<file path="src/rtl/ccd_pkg.sv">
// Shared definitions for the clock-line command decoder.
// Assumes four line samples per period, first sample in the MSB.
package ccd_pkg;
    localparam int OVS = 4;
    localparam logic [OVS-1:0] PAT_IDLE    = 4'b1100;
    localparam logic [OVS-1:0] PAT_RESTART = 4'b1000;
    localparam logic [OVS-1:0] PAT_MARK    = 4'b1110;

    typedef enum logic [1:0] {
        SYM_IDLE    = 2'd0,
        SYM_RESTART = 2'd1,
        SYM_MARK    = 2'd2,
        SYM_BAD     = 2'd3
    } sym_t;

    // Map one period's sample pattern onto a symbol kind.
    function automatic sym_t classify(input logic [OVS-1:0] pat);
        case (pat)
            PAT_IDLE:    return SYM_IDLE;
            PAT_RESTART: return SYM_RESTART;
            PAT_MARK:    return SYM_MARK;
            default:     return SYM_BAD;
        endcase
    endfunction
endpackage

</file>
<file path="src/rtl/ccd_slicer.sv">
// Cuts the oversampled line into periods and classifies each one.
// Assumes the period boundary lines up with reset release: the first
// sample after reset is the first sample of a period. It also keeps
// the sticky unknown-pattern flag, which only this stage can detect.
module ccd_slicer
    import ccd_pkg::*;
(
    input  logic clk,
    input  logic rst_n,
    input  logic line_in,
    output logic sym_stb,
    output sym_t sym_kind,
    output logic frame_err
);
    localparam int PH_W = $clog2(OVS);

    logic [PH_W-1:0] phase;
    logic [OVS-2:0]  hist;
    logic            last_ph;

    assign last_ph = (phase == PH_W'(OVS - 1));

    // Sample position inside the current period.
    always_ff @(posedge clk) begin
        if (!rst_n) phase <= '0;
        else        phase <= last_ph ? '0 : phase + 1'b1;
    end

    // Keep the earlier samples of the period, oldest on top.
    always_ff @(posedge clk) begin
        if (!rst_n) hist <= '0;
        else        hist <= {hist[OVS-3:0], line_in};
    end

    // Register the classified symbol on the edge that takes the last sample.
    always_ff @(posedge clk) begin
        if (!rst_n) begin
            sym_stb  <= 1'b0;
            sym_kind <= SYM_IDLE;
        end else begin
            sym_stb  <= last_ph;
            if (last_ph) sym_kind <= classify({hist, line_in});
        end
    end

    // Sticky flag for unknown patterns; a restart clears it.
    always_ff @(posedge clk) begin
        if (!rst_n) frame_err <= 1'b0;
        else if (sym_stb) begin
            if (sym_kind == SYM_RESTART)  frame_err <= 1'b0;
            else if (sym_kind == SYM_BAD) frame_err <= 1'b1;
        end
    end
endmodule

</file>
<file path="src/rtl/ccd_bunch.sv">
// Bunch timestamp counter with a non-power-of-two modulus and a check
// on the periodic marker. Assumes one strobe per period from the slicer.
module ccd_bunch
    import ccd_pkg::*;
#(
    parameter  int TS_MOD = 294,
    localparam int TS_W   = $clog2(TS_MOD)
) (
    input  logic            clk,
    input  logic            rst_n,
    input  logic            sym_stb,
    input  sym_t            sym_kind,
    output logic [TS_W-1:0] ts,
    output logic            at_wrap,
    output logic            ts_err
);
    assign at_wrap = (ts == TS_W'(TS_MOD - 1));

    // Advance once per period and wrap at the modulus; restart zeroes it.
    always_ff @(posedge clk) begin
        if (!rst_n) ts <= '0;
        else if (sym_stb) begin
            if (sym_kind == SYM_RESTART) ts <= '0;
            else                         ts <= at_wrap ? '0 : ts + 1'b1;
        end
    end

    // Sticky flag set when the last bunch of a turn lacks its marker.
    always_ff @(posedge clk) begin
        if (!rst_n) ts_err <= 1'b0;
        else if (sym_stb) begin
            if (sym_kind == SYM_RESTART)                ts_err <= 1'b0;
            else if (at_wrap && sym_kind != SYM_MARK)   ts_err <= 1'b1;
        end
    end
endmodule

</file>
<file path="src/rtl/ccd_header.sv">
// Event counter and trigger header capture. A marker on the last bunch
// is a check, not a trigger. Assumes the timestamp and the wrap flag
// describe the period that is being strobed.
module ccd_header
    import ccd_pkg::*;
#(
    parameter int TS_W = 9,
    parameter int EV_W = 16
) (
    input  logic            clk,
    input  logic            rst_n,
    input  logic            sym_stb,
    input  sym_t            sym_kind,
    input  logic [TS_W-1:0] ts,
    input  logic            at_wrap,
    output logic [EV_W-1:0] ev,
    output logic [TS_W-1:0] hdr_ts,
    output logic [EV_W-1:0] hdr_ev,
    output logic            hdr_valid
);
    logic trig;

    assign trig = sym_stb && (sym_kind == SYM_MARK) && !at_wrap;

    // Count triggers; restart zeroes the count.
    always_ff @(posedge clk) begin
        if (!rst_n) ev <= '0;
        else if (sym_stb && sym_kind == SYM_RESTART) ev <= '0;
        else if (trig)                               ev <= ev + 1'b1;
    end

    // Capture the header fields and pulse the strobe on a trigger.
    always_ff @(posedge clk) begin
        if (!rst_n) begin
            hdr_ts    <= '0;
            hdr_ev    <= '0;
            hdr_valid <= 1'b0;
        end else begin
            hdr_valid <= trig;
            if (trig) begin
                hdr_ts <= ts;
                hdr_ev <= ev;
            end
        end
    end
endmodule

</file>
<file path="src/rtl/ccd_top.sv">
// Clock-line command decoder top: slicer -> timestamp -> header.
// Assumes line_in is already synchronous to clk at four samples a period.
module ccd_top
    import ccd_pkg::*;
#(
    parameter  int TS_MOD = 294,
    parameter  int EV_W   = 16,
    localparam int TS_W   = $clog2(TS_MOD)
) (
    input  logic            clk,
    input  logic            rst_n,
    input  logic            line_in,
    output logic [TS_W-1:0] hdr_ts,
    output logic [EV_W-1:0] hdr_ev,
    output logic            hdr_valid,
    output logic            ts_err,
    output logic            frame_err
);
    logic            sym_stb;
    sym_t            sym_kind;
    logic [TS_W-1:0] ts;
    logic            at_wrap;
    logic [EV_W-1:0] ev;

    ccd_slicer u_slicer (
        .clk       (clk),
        .rst_n     (rst_n),
        .line_in   (line_in),
        .sym_stb   (sym_stb),
        .sym_kind  (sym_kind),
        .frame_err (frame_err)
    );

    ccd_bunch #(.TS_MOD(TS_MOD)) u_bunch (
        .clk      (clk),
        .rst_n    (rst_n),
        .sym_stb  (sym_stb),
        .sym_kind (sym_kind),
        .ts       (ts),
        .at_wrap  (at_wrap),
        .ts_err   (ts_err)
    );

    ccd_header #(.TS_W(TS_W), .EV_W(EV_W)) u_header (
        .clk       (clk),
        .rst_n     (rst_n),
        .sym_stb   (sym_stb),
        .sym_kind  (sym_kind),
        .ts        (ts),
        .at_wrap   (at_wrap),
        .ev        (ev),
        .hdr_ts    (hdr_ts),
        .hdr_ev    (hdr_ev),
        .hdr_valid (hdr_valid)
    );
endmodule

</file>
<file path="config.mk">
export PLATFORM = sky130hd
export DESIGN_NAME = ccd_top
export DESIGN_NICKNAME = d
export VERILOG_FILES = /design/src/rtl/ccd_pkg.sv /design/src/rtl/ccd_slicer.sv /design/src/rtl/ccd_bunch.sv /design/src/rtl/ccd_header.sv /design/src/rtl/ccd_top.sv
export SDC_FILE = /design/constraint.sdc
export NUM_CORES = 1
export LEC_CHECK = 0
export ABC_AREA = 1
export BUFFER_PORTS_ARGS = -buffer_cell sky130_fd_sc_hd__clkbuf_2
export CELL_PAD_IN_SITES_DETAIL_PLACEMENT = 2
export CELL_PAD_IN_SITES_GLOBAL_PLACEMENT = 2
export CORE_MARGIN = 2
export CORE_UTILIZATION = 35
export DETAILED_ROUTE_END_ITERATION = 10
export GPL_ROUTABILITY_DRIVEN = 0
export GPL_TIMING_DRIVEN = 0
export PLACE_DENSITY = 0.95
export SLEW_MARGIN = 40
export SYNTH_ARGS = -nofsm -noshare
export SYNTH_HDL_FRONTEND = slang
export SYNTH_SLANG_ARGS = --single-unit
</file>
<file path="constraint.sdc">
create_clock -name clk -period 3.2 [get_ports clk]
set_clock_uncertainty 0.1 [all_clocks]
set_input_delay 0.48 -clock clk [delete_from_list [all_inputs] [get_ports clk]]
set_output_delay 0.48 -clock clk [all_outputs]
set_load 0.03 [all_outputs]
</file>
## Word-level counts from Yosys, hierarchy flattened

Cells that the tools add are included.

- Register bits after elaboration: 61

- Add/sub/neg operators: 3
- Eq/ne operators: 9
- Multiplexer cells: 7
- Bitwise logic cells: 1
- Reductions and logical operators: 11

Operator list:

| operator | number |
|---|---|
| 9-bit two-way mux | 2 |
| 16-bit by 1-bit adder with 16-bit output (second input constant) | 1 |
| 4-bit == test (second input constant) | 3 |
| 9-bit by 1-bit adder with 9-bit output (second input constant) | 1 |
| 9-bit == test (second input constant) | 1 |
| 2-bit == test (second input constant) | 3 |
| 2-bit case mux with 3 select lines | 1 |
| 1-bit logical AND | 4 |
| 1-bit two-way mux | 4 |
| 2-bit AND reduction | 2 |
| 2-bit nonzero test | 2 |
| 2-bit OR reduction | 2 |
| 2-bit by 1-bit adder with 2-bit output (second input constant) | 1 |
| 2-bit by 1-bit == test with 1-bit output (second input constant) | 1 |
| 2-bit != test (second input constant) | 1 |
| 1-bit logical NOT | 1 |
| 1-bit NOT | 1 |

## Logic depth before layout (Yosys ltp)

Gate-level depths: netlist (run 1).

- Word-level depth: 4
- Mapped depth: 11
- Gate-level depth less buffers: 11

## By module

From an unflattened synthesis (run 1), not the netlist that was laid out.

- Cells, all modules: 362
- Area total of the unflattened synthesis: 2,627.5 um^2

Modules (own cells, without submodules):

| module | times used | cells each | area an instance (um^2) |
|---|---|---|---|
| ccd_header | 1 | 241 | 1,740.4 |
| ccd_bunch | 1 | 81 | 566.8 |
| ccd_slicer | 1 | 40 | 320.3 |

## Least setup slack after synthesis (run 1)

OpenSTA, ideal clock, no wires.

- Kind: register to register
- Start point: reg u_bunch.ts[1]
- End point: reg u_header.hdr_ev[10]
- Library setup time: 0.120 ns
- Data arrival time: 1.253 ns
- Data required time: 2.980 ns
- Slack: 1.728 ns
- Cell stages (with the launch flop): 11
- Period minus slack after synthesis: 1.472 ns
- Cell sequence: dfxtp_1 > inv_1 > ha_1 > nand2_1 > nor2_4 > nand2_4 > nand2_4 > inv_4 > buf_4 > o21ai_0 > a21oi_1

- Longest elaborated chain between the ends: 3

Ends and longest elaborated chain:

| element | line | RTL |
|---|---|---|
| start, declared | ccd_bunch.sv:13 | `output logic [TS_W-1:0] ts,` |
| start signal, assigned | ccd_bunch.sv:24 | `else ts <= at_wrap ? '0 : ts + 1'b1;` |
| 9-bit == test | ccd_bunch.sv:17 | `assign at_wrap = (ts == TS_W'(TS_MOD - 1));` |
| 1-bit logical NOT | ccd_header.sv:23 | `assign trig = sym_stb && (sym_kind == SYM_MARK) && !at_wrap;` |
| 1-bit logical AND | ccd_header.sv:23 |  |
| end signal, assigned | ccd_header.sv:42 | `hdr_ev <= ev;` |
| end, declared | ccd_header.sv:18 | `output logic [EV_W-1:0] hdr_ev,` |

No other way between the ends.
A chain may end at the register's enable or synchronous reset.

## Worst setup path in the final report (run 1)

- Start point: reg u_header.ev[3]
- End point: reg u_header.ev[15]

- Longest elaborated chain between the ends: 1

Ends and longest elaborated chain:

| element | line | RTL |
|---|---|---|
| start, declared | ccd_header.sv:16 | `output logic [EV_W-1:0] ev,` |
| start signal, assigned | ccd_header.sv:29 | `else if (trig) ev <= ev + 1'b1;` |
| 16-bit by 1-bit adder with 16-bit output | ccd_header.sv:29 |  |

No other way between the ends.

==> results.cfg, run 1 <==
[setup_path]
cp-end-kind = register
r2r_end = u_header.ev[15]
crit_buf_inv = 0
critPathKind = register to register
crit_family = simple AND/OR/NAND/NOR gates
path_cells = nand2_1 -> nor2_1 -> nand2_1 -> nor2_2 -> nand3_1 -> nand2_1 -> nor2_1
critical_path_required_ns = 3.34
crit_slowest_cell = dfxtp_1
critPathMaxStageDelay_ns = 0.49
cp.arrival_ns = 2.03
reg2reg_from = u_header.ev[3]
ff2ff_setup_slack_ns = 1.31
cp-start-kind = register
cp_max_fo = 6
reg2reg_depth = 7
crit_top_cell = nand2_1

[die]
rows = 31
start_util_pct = 36.0
core_area_um2 = 7210
dieArea_um2 = 8120
die-height_um = 90.1
io_pins = 31
die_w_um = 90.1

[layout]
stdcell_count = 499
final_util_pct = 42.6
final_nets = 402
multi_input_area_um2 = 1140
drive_gt1_share_pct = 17.5
n_antenna_cell = 0
nFillCells = 854
regArea_um2 = 1220
area_growth_syn_to_layout_pct = 18.3

[grt]
grt_antenna_before_repair = 0
grt_max_degree = 12
grtUsageTotal_pct = 27.0
grt_pass1_wl_um = 17100
grt_overflow_total = 0
grt_pass1_vias = 3001

[clock_tree]
cts_post_setup_buffers_inserted = 0
clock-sinks = 61
clockBufferDepth = 2
cts_root_buf = clkbuf_8
h-tree-depth = 3
cts_made_buffers = 9
path_clk_slew_ns = 0.07
worstSkewPairLatency_ns = 0.35
holdBufCountCts = 0
ctsResizeCount = 0
cts_tree = done

[synthesis]
syn-cell-area_um2 = 2600
synth-seq-cells = 61
synth_top_area_share_pct = 47.0
synth_cell_types = 27
syn_nets = 361
yosysWarnings = 0
synth_area_leaders = dfxtp_1 47%, nand2_1 11%, nor2_1 7.5%
yosysSeqAreaShare_pct = 47.0
yosysTopAreaCell = dfxtp_1
synthCells = 354
syn-mean-instance-area_um2 = 7.33

[timing]
worstMarginPinSlew_ns = 0.519
grt_setup_unrepaired = false
post-route-min-period_ns = 1.89
fmax_mhz = 530
finalCritPeriodShare_pct = 59.0
tns_ns = 0
setup_viol = 0
setup_ws_ns = 1.31
maxSlewViolCount = 0
slew_headroom_pct = 65.4
hold_viol = 0

[detailed_routing]
routed_wl_um = 10300
num_vias = 2603
ant_nets = 0
wl_per_cell_um = 20.6
drt_pass1_iterations = 4
drcViolationCount = 0
via_per_inst = 5.22
drt_first_iter_violations = 114

[flow_run]
cap_violations = 0

[power]
powerDensity_nw_per_um2 = 502
max-vdd-ir-drop_v = 0.000188
leakagePower_nw = 1.26
p_clk_share_pct = 46.3
p_int_mw = 1.16
pwr-share-seq_pct = 50.3
switching_share_pct = 24.7
p_sw_mw = 0.380
p_comb_share_pct = 3.5

[placement]
pre_cts_ws_ns = 1.45
port_buffers = 30
place_inst = 483
dp_hpwl_um = 6440

[outcome]
outcome = completed

[min_path]
hold_depth = 3
hp-start = line_in
holdCritPathClass = input pin to register
min_to = u_slicer.hist[0]
[metal layers]
layer / GRT usage [%] / share of wire, %
met1: 33.4 / 45
met2: 46.9 / 50
met3: 5.11 / 2.6
met4: 9.23 / 2.1
met5: 0 / 0
[worst reg2reg max path: stages (launching register included)]
cell and delay (ns):
dfxtp_1 0.49, nand2_1 0.22, nor2_1 0.38, nand2_1 0.13, nor2_2 0.18, nand3_1 0.11, nand2_1 0.10, nor2_1 0.07
[logic make-up after synthesis]
group | count (synthesis) | synth area share (%)
buffers and inverters | 52 | 8.87
adders and majority gates | 4 | 1.93
and+or+nand+nor | 166 | 27.7
AOI/OAI and AO/OA | 67 | 13.1
DFF | 61 | 47.0
xor gates and xnor gates | 4 | 1.35
[placed cells by master (no fill, tap or decap), drive strengths merged]
cell type / instances
nand2: 77
dfxtp: 61
nor2: 57
clkbuf: 43
inv: 39
a21oi: 33
o21ai: 31
nand3: 16
buf: 10
nor3: 8
nand4: 6
ha: 4
xor2: 3
clkinvlp: 3
o22ai: 2
clkinv: 2
o21a: 1
or2: 1
nor3b: 1
xnor2: 1
bufinv: 1
[final cells by class]
class                      count  share of cell area (%)
sequential                    61                    39.8
multi-input combinational    241                    37.3
timing repair buffer          30                    4.89
inverter                      39                    4.85
clock buffer                  10                    4.48
tap                           99                    4.03
buffer                        13                    2.65
clock inverter                 6                    2.04
[Yosys cell counts, drive strengths merged]
library cell and number:
o21a 1, nand3 16, a21oi 33, xnor2 1, nor3 8, ha 4, dfxtp 61, nor2 57
o22ai 2, nand2 77, nor3b 1, xor2 3, clkbuf 3, nand4 6, o21ai 31, or2 1
buf 10, inv 39
[how the worst max path moves through the flow]
stage	from	endpoint	slack (ns)	cells past startpoint
2_1_floorplan	u_bunch.ts[1]	u_header.hdr_ev[10]	1.73	10
3_3_place_gp	u_bunch.ts[1]	u_header.ev[13]	1.53	10
3_5_place_dp	u_bunch.ts[1]	u_header.ev[3]	1.45	10
4_1_cts	u_bunch.ts[1]	u_header.ev[10]	1.34	10
5_1_grt	u_bunch.ts[1]	u_header.ev[10]	1.22	10
6_report	u_header.ev[3]	u_header.ev[15]	1.31	7
[registers in the layout, summed over array words and instances (netlist names)]
register / count
u_bunch.ts: 9
u_bunch.ts_err: 1
u_header.ev: 16
u_header.hdr_ev: 16
u_header.hdr_ts: 9
u_header.hdr_valid: 1
u_slicer.frame_err: 1
u_slicer.hist: 3
u_slicer.phase: 2
u_slicer.sym_kind: 2
u_slicer.sym_stb: 1
[through the flow]
step	hold WS (ns)	power [mW]	cell area (um2)
finish	0.269	1.54	3070
global route	0.273	1.59	3070
CTS	0.261	1.55	3070
detailed placement	0.322	0.840	2870
global placement	0.306	0.836	2870
floorplan	0.298	0.822	2600
[power groups by stage]
stage                     sequential (mW)  clock, mW  combinational (mW)
final                               0.774      0.713              0.0531
after global routing                0.774      0.755              0.0584
after CTS                           0.774      0.720              0.0534
after detailed placement            0.790          0              0.0501
after global placement              0.789          0              0.0467
after floorplan                     0.791          0              0.0304
Power figures use the tool's default switching activity.
==> inputs of run 2 (changes only) <==
--- a/config.mk
+++ b/config.mk
@@ -5,16 +5,16 @@
 export SDC_FILE = /design/constraint.sdc
 export NUM_CORES = 1
 export LEC_CHECK = 0
-export ABC_AREA = 1
+export ABC_AREA = 0
 export BUFFER_PORTS_ARGS = -buffer_cell sky130_fd_sc_hd__clkbuf_2
 export CELL_PAD_IN_SITES_DETAIL_PLACEMENT = 2
 export CELL_PAD_IN_SITES_GLOBAL_PLACEMENT = 2
 export CORE_MARGIN = 2
-export CORE_UTILIZATION = 35
+export CORE_UTILIZATION = 34
 export DETAILED_ROUTE_END_ITERATION = 10
 export GPL_ROUTABILITY_DRIVEN = 0
 export GPL_TIMING_DRIVEN = 0
-export PLACE_DENSITY = 0.95
+export PLACE_DENSITY = 0.89
 export SLEW_MARGIN = 40
 export SYNTH_ARGS = -nofsm -noshare
 export SYNTH_HDL_FRONTEND = slang
==> constraint.sdc (replaced) <==
create_clock -name clk -period 1.8 [get_ports clk]
set_clock_uncertainty 0.1 [all_clocks]
set_input_delay 0.27 -clock clk [delete_from_list [all_inputs] [get_ports clk]]
set_output_delay 0.27 -clock clk [all_outputs]
set_load 0.03 [all_outputs]
==> run 2 against run 1 <==
The flow now finishes with violations (negative setup slack). Sequential share of layout area is 6.7 points lower. Setup slack worse by 1.5 ns. Wire length grew 25%. Via count grew 2.1%. Area after synthesis fell by 2.8%.
==> results.cfg, run 2 <==
[timing]
whs_ns = 0.0725
setup_ws_ns = -0.215
fmax_mhz = 496
finalCritPeriodShare_pct = 112
slew_headroom_pct = 61.6
grt_setup_unrepaired = true
tns_ns = -3.46
worstMarginPinSlew_ns = 0.576
maxSlewViolCount = 0
post-route-min-period_ns = 2.02
hold_viol = 0
setup_viol = 42

[setup_path]
cp-start-kind = register
cp.arrival_ns = 2.21
critPathCapture = u_header.ev[8]
crit_cells = 7
cp-end-kind = register
critical_path_required_ns = 2.00
crit_family = simple AND/OR/NAND/NOR gates
critPathKind = register to register
path_cells = inv_2 -> ha_4 -> nand4b_1 -> o21ai_4 -> buf_4 -> or4_1 -> a21oi_1
crit_buf_inv = 2
cp_max_fo = 4
startpoint = u_bunch.ts[1]
reg2reg_from = u_bunch.ts[1]
crit_slowest_cell = or4_1
critPathMaxStageDelay_ns = 0.55
reg2reg_depth = 7
r2r_end = u_header.ev[8]
ff2ff_setup_slack_ns = -0.22

[clock_tree]
worstSkewPairLatency_ns = 0.37
h-tree-depth = 3
cts_root_buf = clkbuf_8
holdBufCountCts = 0
path_clk_slew_ns = 0.09
cts_made_buffers = 9
clockBufferDepth = 2
cts_tree = done
clock-sinks = 61

[detailed_routing]
via_per_inst = 5.56
wl_per_cell_um = 26.8
routed_wl_um = 12800
num_vias = 2658
drt_pass1_iterations = 4
drcViolationCount = 0
ant_nets = 0
drt_first_iter_violations = 112

[layout]
nFillCells = 740
final_common_cell = nand2_1
layout_common_cells = 44 x nand2_1, 40 x dfxtp_1, 39 x buf_4, 31 x clkbuf_2, 14 x nor2_1
n_antenna_cell = 0
final_nets = 381
stdcell_count = 478
drive_gt1_share_pct = 49.1
area_growth_syn_to_layout_pct = 53.5
reg_top3 = u_header.ev (16), u_header.hdr_ev (16)

[synthesis]
synth_commonest_cells = 63 x nand2_1, 61 x dfxtp_1, 23 x a21boi_0
synth_edf_count = 0
yosysWarnings = 0
yosysSeqAreaShare_pct = 48.4
synth_area_leaders = dfxtp_1 48%, nand2_1 9.4%, a21boi_0 6.8%
synthFlopType = dfxtp_1
synth_top_area_share_pct = 48.4
yosysTopAreaCell = dfxtp_1
synth-seq-cells = 61
synthCells = 291
yosysMostFrequentCell = nand2_1
syn_nets = 298
synthArstFlopShare_pct = 0
syn-mean-instance-area_um2 = 8.67
synth_cell_types = 38
syn-cell-area_um2 = 2520

[grt]
grtUsageTotal_pct = 25.9
grt_pass1_vias = 2775
grt_overflow_total = 0
grt_max_degree = 11
grt_antenna_before_repair = 0
grt_pass1_wl_um = 16000

[die]
core_area_um2 = 7210
die-height_um = 90.1
start_util_pct = 35.0
dieArea_um2 = 8120
rows = 31
die_w_um = 90.1
io_pins = 31

[placement]
dp_hpwl_um = 4820
port_buffers = 29
place_inst = 419

[outcome]
outcome = finished, violations left
violations = negative setup slack

[min_path]
holdCritPathClass = input pin to register

[power]
max-vdd-ir-drop_v = 0.000638
leakagePower_nw = 1.41
powerDensity_nw_per_um2 = 783

[flow_run]
cap_violations = 0
[run 2: cell count changes after synthesis, moves of 7 or more]
cell / before / now
o21ai_1: 13 / 1
o21ai_0: 18 / 8
nand3_1: 16 / 6
a21oi_1: 33 / 16
a21boi_0: 0 / 23
nor3_1: 8 / 0
or4_1: 0 / 9
inv_1: 34 / 5
nand2_1: 74 / 63
nor2_1: 52 / 15
o31ai_1: 0 / 7
[run 2: cell type report]
cell class	instances	area, um2	area share [%]
plain buffers	12	98.8	2.55
clock buffers	13	179	4.62
clock inverters	3	65.1	1.68
inverters	5	18.8	0.485
multi-input cells	212	1570	40.7
flip-flops and latches	61	1280	33.1
well taps	99	124	3.20
repair buffers	73	532	13.7
[run 2: where the power goes]
part	switching (mW)	internal [mW]	total, mW
combinational	0.0592	0.0435	0.103
clock	0.636	0.930	1.57
sequential	0.0181	1.35	1.36
[run 2: cell families after synthesis]
kind of cell / count (synthesis) / synth area share (%)
simple gates: 129 / 25.3
compound gates: 67 / 17.5
flops: 61 / 48.4
buf+inv: 20 / 3.32
xor+xnor: 10 / 3.47
fa+ha+maj: 4 / 1.98
[run 2: stage by stage]
step	total power [mW]	cell area, um2	utilization [%]	setup slack, ns
after floorplan	1.45	2570	-	-0.0964
after global placement	1.47	2840	39.4	-0.618
after detailed placement	1.48	2850	39.5	-0.597
after CTS	2.97	3390	47.0	-0.148
after global routing	3.11	3870	53.7	-0.300
final	3.03	3870	53.7	-0.215
[run 2: worst min path at each step]
stage                      startpoint                 to  slack (ns)  depth (start not counted)
floorplan                     line_in   u_slicer.hist[0]        0.30                          1
global placement    u_slicer.phase[0]  u_slicer.phase[0]        0.31                          1
detailed placement  u_slicer.phase[0]  u_slicer.phase[0]        0.33                          1
CTS                           line_in   u_slicer.hist[0]        0.06                          2
global route                  line_in   u_slicer.hist[0]        0.08                          2
finish                        line_in   u_slicer.hist[0]        0.07                          2
[run 2: repair_timing]
item / 4_1_cts / 5_1_grt
pin swaps: 24 / 49
resized for setup: 65 / 87
setup endpoints to repair: 51 / 51
cloned: 2 / 3
buffers inserted: 19 / 22
[run 2: layer usage]
| metal | track usage (%) | routed length, um | up-vias |
|---|---|---|---|
| met5 | 0 | 0 | - |
| met1 | 30.5 | 5220 | 1353 |
| met2 | 43.9 | 6650 | 96 |
| met4 | 14.2 | 433 | 0 |
| met3 | 5.70 | 516 | 27 |
| li1 | - | - | 1182 |
